**src/rtl/tmx_pkg.sv**
```systemverilog
package tmx_pkg;

  // Index width for a count of n items, never below one bit.
  function automatic int idx_bits(input int n);
    return (n > 1) ? $clog2(n) : 1;
  endfunction

  typedef enum logic {
    RP_IDLE = 1'b0,
    RP_RUN  = 1'b1
  } rp_state_e;

endpackage

```
**src/rtl/tmx_capture.sv**
```systemverilog
module tmx_capture #(
  parameter int SPAN   = 4,
  parameter int SLOT_W = 2
) (
  input  logic clk,
  input  logic rst_n,
  input  logic in_valid,
  input  logic in_start,
  output logic accept,
  output logic open_evt,
  output logic done
);

  logic              collecting;
  logic [SLOT_W-1:0] taken;
  logic              last;

  assign open_evt = in_valid && in_start;
  assign accept   = in_valid && (in_start || collecting);
  assign last     = in_start ? (SPAN == 1) : (taken == SLOT_W'(SPAN - 1));
  assign done     = accept && last;

  always_ff @(posedge clk) begin
    if (!rst_n) begin
      collecting <= 1'b0;
      taken      <= '0;
    end else if (open_evt) begin
      collecting <= 1'b1;
      taken      <= SLOT_W'(1);
    end else if (accept) begin
      if (last) begin
        collecting <= 1'b0;
        taken      <= '0;
      end else begin
        taken <= taken + SLOT_W'(1);
      end
    end
  end

  // completions are at least SPAN (>= 2) words apart
  a_r2_done_spacing: assert property (@(posedge clk) disable iff (!rst_n)
    done |=> !done);

  // a stray word outside an event does not open one
  a_r9_stray_ignored: assert property (@(posedge clk) disable iff (!rst_n)
    (in_valid && !in_start && !collecting) |=> !collecting);

endmodule

```
**src/rtl/tmx_bank_store.sv**
```systemverilog
module tmx_bank_store #(
  parameter int SPAN   = 4,
  parameter int WORD_W = 32,
  parameter int SLOT_W = 2
) (
  input  logic              clk,
  input  logic              rst_n,
  input  logic              wr_en,
  input  logic              wr_open,
  input  logic [SLOT_W-1:0] wr_slot,
  input  logic [WORD_W-1:0] wr_word,
  input  logic              swap,
  input  logic [SLOT_W-1:0] rd_slot,
  output logic [WORD_W-1:0] rd_word
);

  logic                  wr_bank;
  logic                  rd_bank;
  logic                  slot_ok;
  logic [WORD_W-1:0]     mem [2][SPAN];
  logic [1:0][SPAN-1:0]  filled;

  assign rd_bank = ~wr_bank;
  assign slot_ok = (int'(wr_slot) < SPAN);

  always_ff @(posedge clk) begin
    if (!rst_n) wr_bank <= 1'b0;
    else if (swap) wr_bank <= ~wr_bank;
  end

  for (genvar b = 0; b < 2; b++) begin : g_bank
    always_ff @(posedge clk) begin
      if (wr_en && slot_ok && (wr_bank == 1'(b)))
        mem[b][wr_slot] <= wr_word;
    end

    always_ff @(posedge clk) begin
      if (!rst_n) begin
        filled[b] <= '0;
      end else if (wr_bank == 1'(b)) begin
        if (wr_open) begin
          filled[b] <= slot_ok ? (SPAN'(1) << wr_slot) : '0;
        end else if (wr_en && slot_ok) begin
          filled[b][wr_slot] <= 1'b1;
        end
      end
    end
  end

  always_comb begin
    rd_word = '0;
    if (int'(rd_slot) < SPAN && filled[rd_bank][rd_slot])
      rd_word = mem[rd_bank][rd_slot];
  end

endmodule

```
**src/rtl/tmx_replay.sv**
```systemverilog
module tmx_replay
  import tmx_pkg::*;
#(
  parameter int SPAN   = 4,
  parameter int NODES  = 5,
  parameter int SLOT_W = 2,
  parameter int NODE_W = 3
) (
  input  logic              clk,
  input  logic              rst_n,
  input  logic              launch,
  output logic              run,
  output logic              first,
  output logic [SLOT_W-1:0] rd_slot,
  output logic [NODE_W-1:0] node_sel
);

  rp_state_e         state;
  logic [SLOT_W-1:0] idx;
  logic [NODE_W-1:0] ptr;
  logic              at_end;

  assign at_end = (idx == SLOT_W'(SPAN - 1));

  always_ff @(posedge clk) begin
    if (!rst_n) begin
      state    <= RP_IDLE;
      idx      <= '0;
      node_sel <= '0;
      ptr      <= '0;
    end else if (launch) begin
      state    <= RP_RUN;
      idx      <= '0;
      node_sel <= ptr;
      ptr      <= (ptr == NODE_W'(NODES - 1)) ? '0 : ptr + NODE_W'(1);
    end else if (state == RP_RUN) begin
      if (at_end) begin
        state <= RP_IDLE;
        idx   <= '0;
      end else begin
        idx <= idx + SLOT_W'(1);
      end
    end
  end

  assign run     = (state == RP_RUN);
  assign first   = run && (idx == '0);
  assign rd_slot = idx;

  // a replay keeps its node and advances one slot per cycle
  a_r3_span_hold: assert property (@(posedge clk) disable iff (!rst_n)
    (run && !at_end && !launch) |=> run && $stable(node_sel) && (idx == $past(idx) + SLOT_W'(1)));

  // a new replay only starts as the previous one ends
  a_r10_no_overlap: assert property (@(posedge clk) disable iff (!rst_n)
    launch |-> (!run || at_end));

  // back-to-back events move to the following node
  a_r6_rotate: assert property (@(posedge clk) disable iff (!rst_n)
    (launch && run) |=> node_sel == (($past(node_sel) == NODE_W'(NODES - 1)) ? '0 : $past(node_sel) + NODE_W'(1)));

  a_r6_node_range: assert property (@(posedge clk) disable iff (!rst_n)
    run |-> (int'(node_sel) < NODES));

endmodule

```
**src/rtl/tmx_fanout.sv**
```systemverilog
module tmx_fanout #(
  parameter int NODES  = 5,
  parameter int WORD_W = 32,
  parameter int NODE_W = 3
) (
  input  logic                          clk,
  input  logic                          rst_n,
  input  logic                          run,
  input  logic                          first,
  input  logic [NODE_W-1:0]             node_sel,
  input  logic [WORD_W-1:0]             word,
  output logic [NODES-1:0]              node_valid,
  output logic [NODES-1:0]              node_first,
  output logic [NODES-1:0][WORD_W-1:0]  node_data
);

  for (genvar k = 0; k < NODES; k++) begin : g_node
    logic hit;
    assign hit           = run && (node_sel == NODE_W'(k));
    assign node_valid[k] = hit;
    assign node_first[k] = hit && first;
    assign node_data[k]  = hit ? word : '0;

    // an unselected node is silent
    a_r7_quiet: assert property (@(posedge clk) disable iff (!rst_n)
      !node_valid[k] |-> (node_data[k] == '0) && !node_first[k]);
  end

  // never more than one node driven
  a_r7_onehot: assert property (@(posedge clk) disable iff (!rst_n)
    $onehot0(node_valid));

endmodule

```
**src/rtl/tmx_event_distributor.sv**
```systemverilog
module tmx_event_distributor
  import tmx_pkg::*;
#(
  parameter int SPAN    = 4,
  parameter int NODES   = 5,
  parameter int LANES   = 4,
  parameter int TOWER_W = 8
) (
  input  logic                                     clk,
  input  logic                                     rst_n,
  input  logic                                     in_valid,
  input  logic                                     in_start,
  input  logic [tmx_pkg::idx_bits(SPAN)-1:0]       in_slot,
  input  logic [LANES*TOWER_W-1:0]                 in_word,
  output logic [NODES-1:0]                         node_valid,
  output logic [NODES-1:0]                         node_first,
  output logic [NODES-1:0][LANES*TOWER_W-1:0]      node_data
);

  localparam int SLOT_W = idx_bits(SPAN);
  localparam int NODE_W = idx_bits(NODES);
  localparam int WORD_W = LANES * TOWER_W;

  // enough nodes for a node to be free when its turn returns
  initial begin
    a_r11_nodes_cover: assert (NODES >= SPAN && SPAN >= 2)
      else $error("NODES (%0d) must be >= SPAN (%0d) and SPAN >= 2", NODES, SPAN);
  end

  logic              accept;
  logic              open_evt;
  logic              done;
  logic              run;
  logic              first;
  logic [SLOT_W-1:0] rd_slot;
  logic [NODE_W-1:0] node_sel;
  logic [WORD_W-1:0] rd_word;

  tmx_capture #(.SPAN(SPAN), .SLOT_W(SLOT_W)) u_capture (
    .clk      (clk),
    .rst_n    (rst_n),
    .in_valid (in_valid),
    .in_start (in_start),
    .accept   (accept),
    .open_evt (open_evt),
    .done     (done)
  );

  tmx_bank_store #(.SPAN(SPAN), .WORD_W(WORD_W), .SLOT_W(SLOT_W)) u_store (
    .clk     (clk),
    .rst_n   (rst_n),
    .wr_en   (accept),
    .wr_open (open_evt),
    .wr_slot (in_slot),
    .wr_word (in_word),
    .swap    (done),
    .rd_slot (rd_slot),
    .rd_word (rd_word)
  );

  tmx_replay #(.SPAN(SPAN), .NODES(NODES), .SLOT_W(SLOT_W), .NODE_W(NODE_W)) u_replay (
    .clk      (clk),
    .rst_n    (rst_n),
    .launch   (done),
    .run      (run),
    .first    (first),
    .rd_slot  (rd_slot),
    .node_sel (node_sel)
  );

  tmx_fanout #(.NODES(NODES), .WORD_W(WORD_W), .NODE_W(NODE_W)) u_fanout (
    .clk        (clk),
    .rst_n      (rst_n),
    .run        (run),
    .first      (first),
    .node_sel   (node_sel),
    .word       (rd_word),
    .node_valid (node_valid),
    .node_first (node_first),
    .node_data  (node_data)
  );

  // replay begins the cycle after an event completes
  a_r3_start_after_done: assert property (@(posedge clk) disable iff (!rst_n)
    done |=> ($countones(node_valid) == 1) && ($countones(node_first) == 1));

endmodule

```
**config.mk**
```make
export PLATFORM = sky130hd
export DESIGN_NAME = tmx_event_distributor
export DESIGN_NICKNAME = d
export VERILOG_FILES = /design/src/rtl/tmx_pkg.sv /design/src/rtl/tmx_capture.sv /design/src/rtl/tmx_bank_store.sv /design/src/rtl/tmx_replay.sv /design/src/rtl/tmx_fanout.sv /design/src/rtl/tmx_event_distributor.sv
export SDC_FILE = /design/constraint.sdc
export NUM_CORES = 1
export LEC_CHECK = 0
export BUFFER_PORTS_ARGS = -buffer_cell sky130_fd_sc_hd__buf_2
export CAP_MARGIN = 15
export CORE_MARGIN = 2
export CORE_UTILIZATION = 45
export CTS_BUF_LIST = sky130_fd_sc_hd__clkbuf_8
export DETAILED_ROUTE_END_ITERATION = 10
export MAX_ROUTING_LAYER = met4
export PLACE_DENSITY = 0.68
export SLEW_MARGIN = 30
export SYNTH_ARGS = -nofsm -noshare
export SYNTH_HDL_FRONTEND = slang
export SYNTH_HIERARCHICAL = 1
export SYNTH_SLANG_ARGS = --single-unit
```
**constraint.sdc**
```tcl
create_clock -name clk -period 3.8 [get_ports clk]
set_clock_uncertainty 0.05 [all_clocks]
set_input_delay 0.95 -clock clk [delete_from_list [all_inputs] [get_ports clk]]
set_output_delay 0.95 -clock clk [all_outputs]
set_load 0.1 [all_outputs]
```
==> impl_metrics.yaml <==
status:
  status: "complete, but fails checks"
  violations: "DRC"
clock_network:
  clkTransAtPathRegs_ns: 0.06
  cts_hold_buf: 0
  clockBufferDepth: 3
  cts_buffers: 44
  clock_sinks: 277
  clk_latency_ns: 0.56
  cts_tree: "done"
  ctsRootBufferMaster: "clkbuf_8"
  htreeDepth: 2
floorplan:
  rows: 59
  die-width_um: 167.4
  core_area_um2: 26130
  dieHeight_um: 167.4
  initial_core_util_pct: 45.97
  ioPinCount: 208
  dieArea_um2: 28020
timing:
  period_needed_ns: 3.743
  setup-tns-final_ns: 0
  slew_headroom_pct: 38.35
  report.final.slew_viol_count: 0
  setup_viol_count_final: 0
  hold_violations: 0
  fin_ws_ns: 0.05715
  rsz0062_at_grt: "true"
  finalCritPeriodShare_pct: 98.50
  fmax_mhz: 267.2
  hold_slack_ns: 0.4287
  worst_slew_pin_slew_ns: 0.9247
grt:
  antenna_found_initial: 6
  grt_overflow: 0
  grt_max_degree: 62
  first_global_vias: 7349
  track_usage_pct: 21.56
  grt_pass1_wl_um: 43820
synthesis:
  synthCells: 783
  synth.most_common_cell: "edfxtp_1"
  synth.cell_area_um2: 12010
  netlist.area_leader.share_pct: 63.99
  synth-seq-cells: 277
  ys_types: 45
  synthFlopType: "edfxtp_1"
  post-synth-top-area-cell: "edfxtp_1"
  synth-edff-count: 256
  syn_nets: 826
  synth_warnings: 6
  avgSynthCellArea_um2: 15.34
  synth_top_cells_by_count: "edfxtp_1 (256), nor2_1 (191), mux4_2 (66), mux2i_1 (37), nand3b_1 (34)"
  async_flop_share_pct: 0
  synthTopCellsByArea: "edfxtp_1 (64%), mux4_2 (12%), nor2_1 (6.0%)"
  yosysSeqAreaShare_pct: 67.49
worst_setup_path:
  crit_type: "reg -> out"
  crit_fanout: 24
  crit_path_start_kind: "flip-flop"
  arrival_ns: 2.74
  worstPathRequired_ns: 2.80
  critPathCaptureType: "output port"
  rrSetupSlack_ns: 1.65
placement:
  dp_hpwl_um: 17770
  place_congestion: 0.7438
  place_ws_ns: 0.4873
  io_buffers: 207
drt:
  drc: 14
  first_pass_iters: 8
  num_vias: 7504
  wire_per_inst_um: 21.78
  viasPerCell: 5.453
  drt_iter0_markers: 599
  postRouteAntennaNets: 0
  wl_um: 29960
final_layout:
  drive_gt1_share_pct: 37.39
  utilization_pct: 57.19
  fin_nets: 1049
  syn2layout_area_growth_pct: 24.40
power:
  finalPower_mw: 5.771
  powerDensity_nw_per_um2: 386.2
  ir_drop_uv: 211.1
  p_leak_nw: 5.146
flow_run:
  maxCapViolations: 0
worst_hold_path:
  hold_path.class: "reg -> reg"
[area by class of cell]
cell class                      count  area [um^2]
Sequential cell                   277         8118
Fill cell                        2032        11190
Timing Repair Buffer              235         1927
Antenna cell                        6        15.01
Inverter                            7        26.28
Tap cell                          335        419.2
Multi-Input combinational cell    441         3656
Clock buffer                       45        619.3
Clock inverter                     30        163.9
[worst max-delay path, stage by stage (launching register included)]
cell	delay [ns]
dfxtp_4	0.48
mux4_2	0.56
mux2i_4	0.20
buf_12	0.22
nor2_1	0.13
nand3b_1	0.18
nor2_1	0.07
clkbuf_4	0.31
[repair_timing]
item	4_1_cts	5_1_grt
pin swaps	0	0
gates cloned	0	2
buffers inserted	1	0
endpoints found under the hold margin	0	0
gates resized for setup	3	105
endpoints found under the setup margin	67	63
[metal layers]
metal | wire length (um) | global-route usage [%]
met1 | 12120 | 27.27
met2 | 14850 | 35.05
met3 | 2407 | 4.632
met4 | 584 | 7.070
met5 | 0 | -
[cells by family (layout without fill, tap and decap cells)]
kind of cell / Yosys count / after routing / share of synthesized area (%)
AND/OR/NAND/NOR: 310 / 310 / 12.14
flip-flops: 277 / 277 / 67.49
multiplexers: 104 / 104 / 15.64
buffers and inverters: 65 / 317 / 2.791
AO/OA/AOI/OAI: 21 / 21 / 1.333
adder cells (fa/ha/maj): 5 / 5 / 0.5208
XOR/XNOR: 1 / 1 / 0.07292
other: 0 / 6 / 0
[sequential cells by signal, indices dropped and copies added (netlist names)]
| signal | cells |
|---|---|
| u_store/mem | 256 |
| u_store/filled | 8 |
| u_replay/node_sel | 3 |
| u_replay/ptr | 3 |
| u_capture/taken | 2 |
| u_replay/rd_slot | 2 |
| u_capture/collecting | 1 |
| u_replay/run | 1 |
| u_store/wr_bank | 1 |
[power by group]
part	switching, mW	internal, mW	total, mW	leakage [nW]
Combinational	0.0784	0.0275	0.106	2.21
Clock	1.12	1.17	2.29	0.448
Sequential	0.0101	3.37	3.38	2.49
Total	1.20	4.57	5.77	5.15
[through the flow]
step,instances,area (um^2)
after CTS,1368,14690
final,1376,14940
after global placement,1292,13860
after detailed placement,1292,13860
after floorplan,783,12020
after global routing,1376,14940
[worst paths after layout]
kind,start,to,depth (start not counted)
max,u_store/wr_bank,node_data[73],7
min reg2reg,u_capture/taken[1],u_capture/taken[1],2
min,u_capture/taken[1],u_capture/taken[1],2
max reg2reg,u_store/wr_bank,u_store/mem[0][101],4
[layout by cell type, fill, tap and decap left out, drive strengths merged, types with 2 or more instances in the layout]
master   count
a21boi       4
a21oi        2
a32oi        3
and2        16
buf        213
clkbuf      67
clkinv      14
dfxtp       21
diode        6
edfxtp     256
ha           5
inv         21
mux2i       38
mux4        66
nand2       31
nand2b       9
nand3b      34
nor2       201
nor2b        9
nor3         2
o21a         3
o2bb2ai      3
No activity file was read; power rests on OpenSTA's default activity.
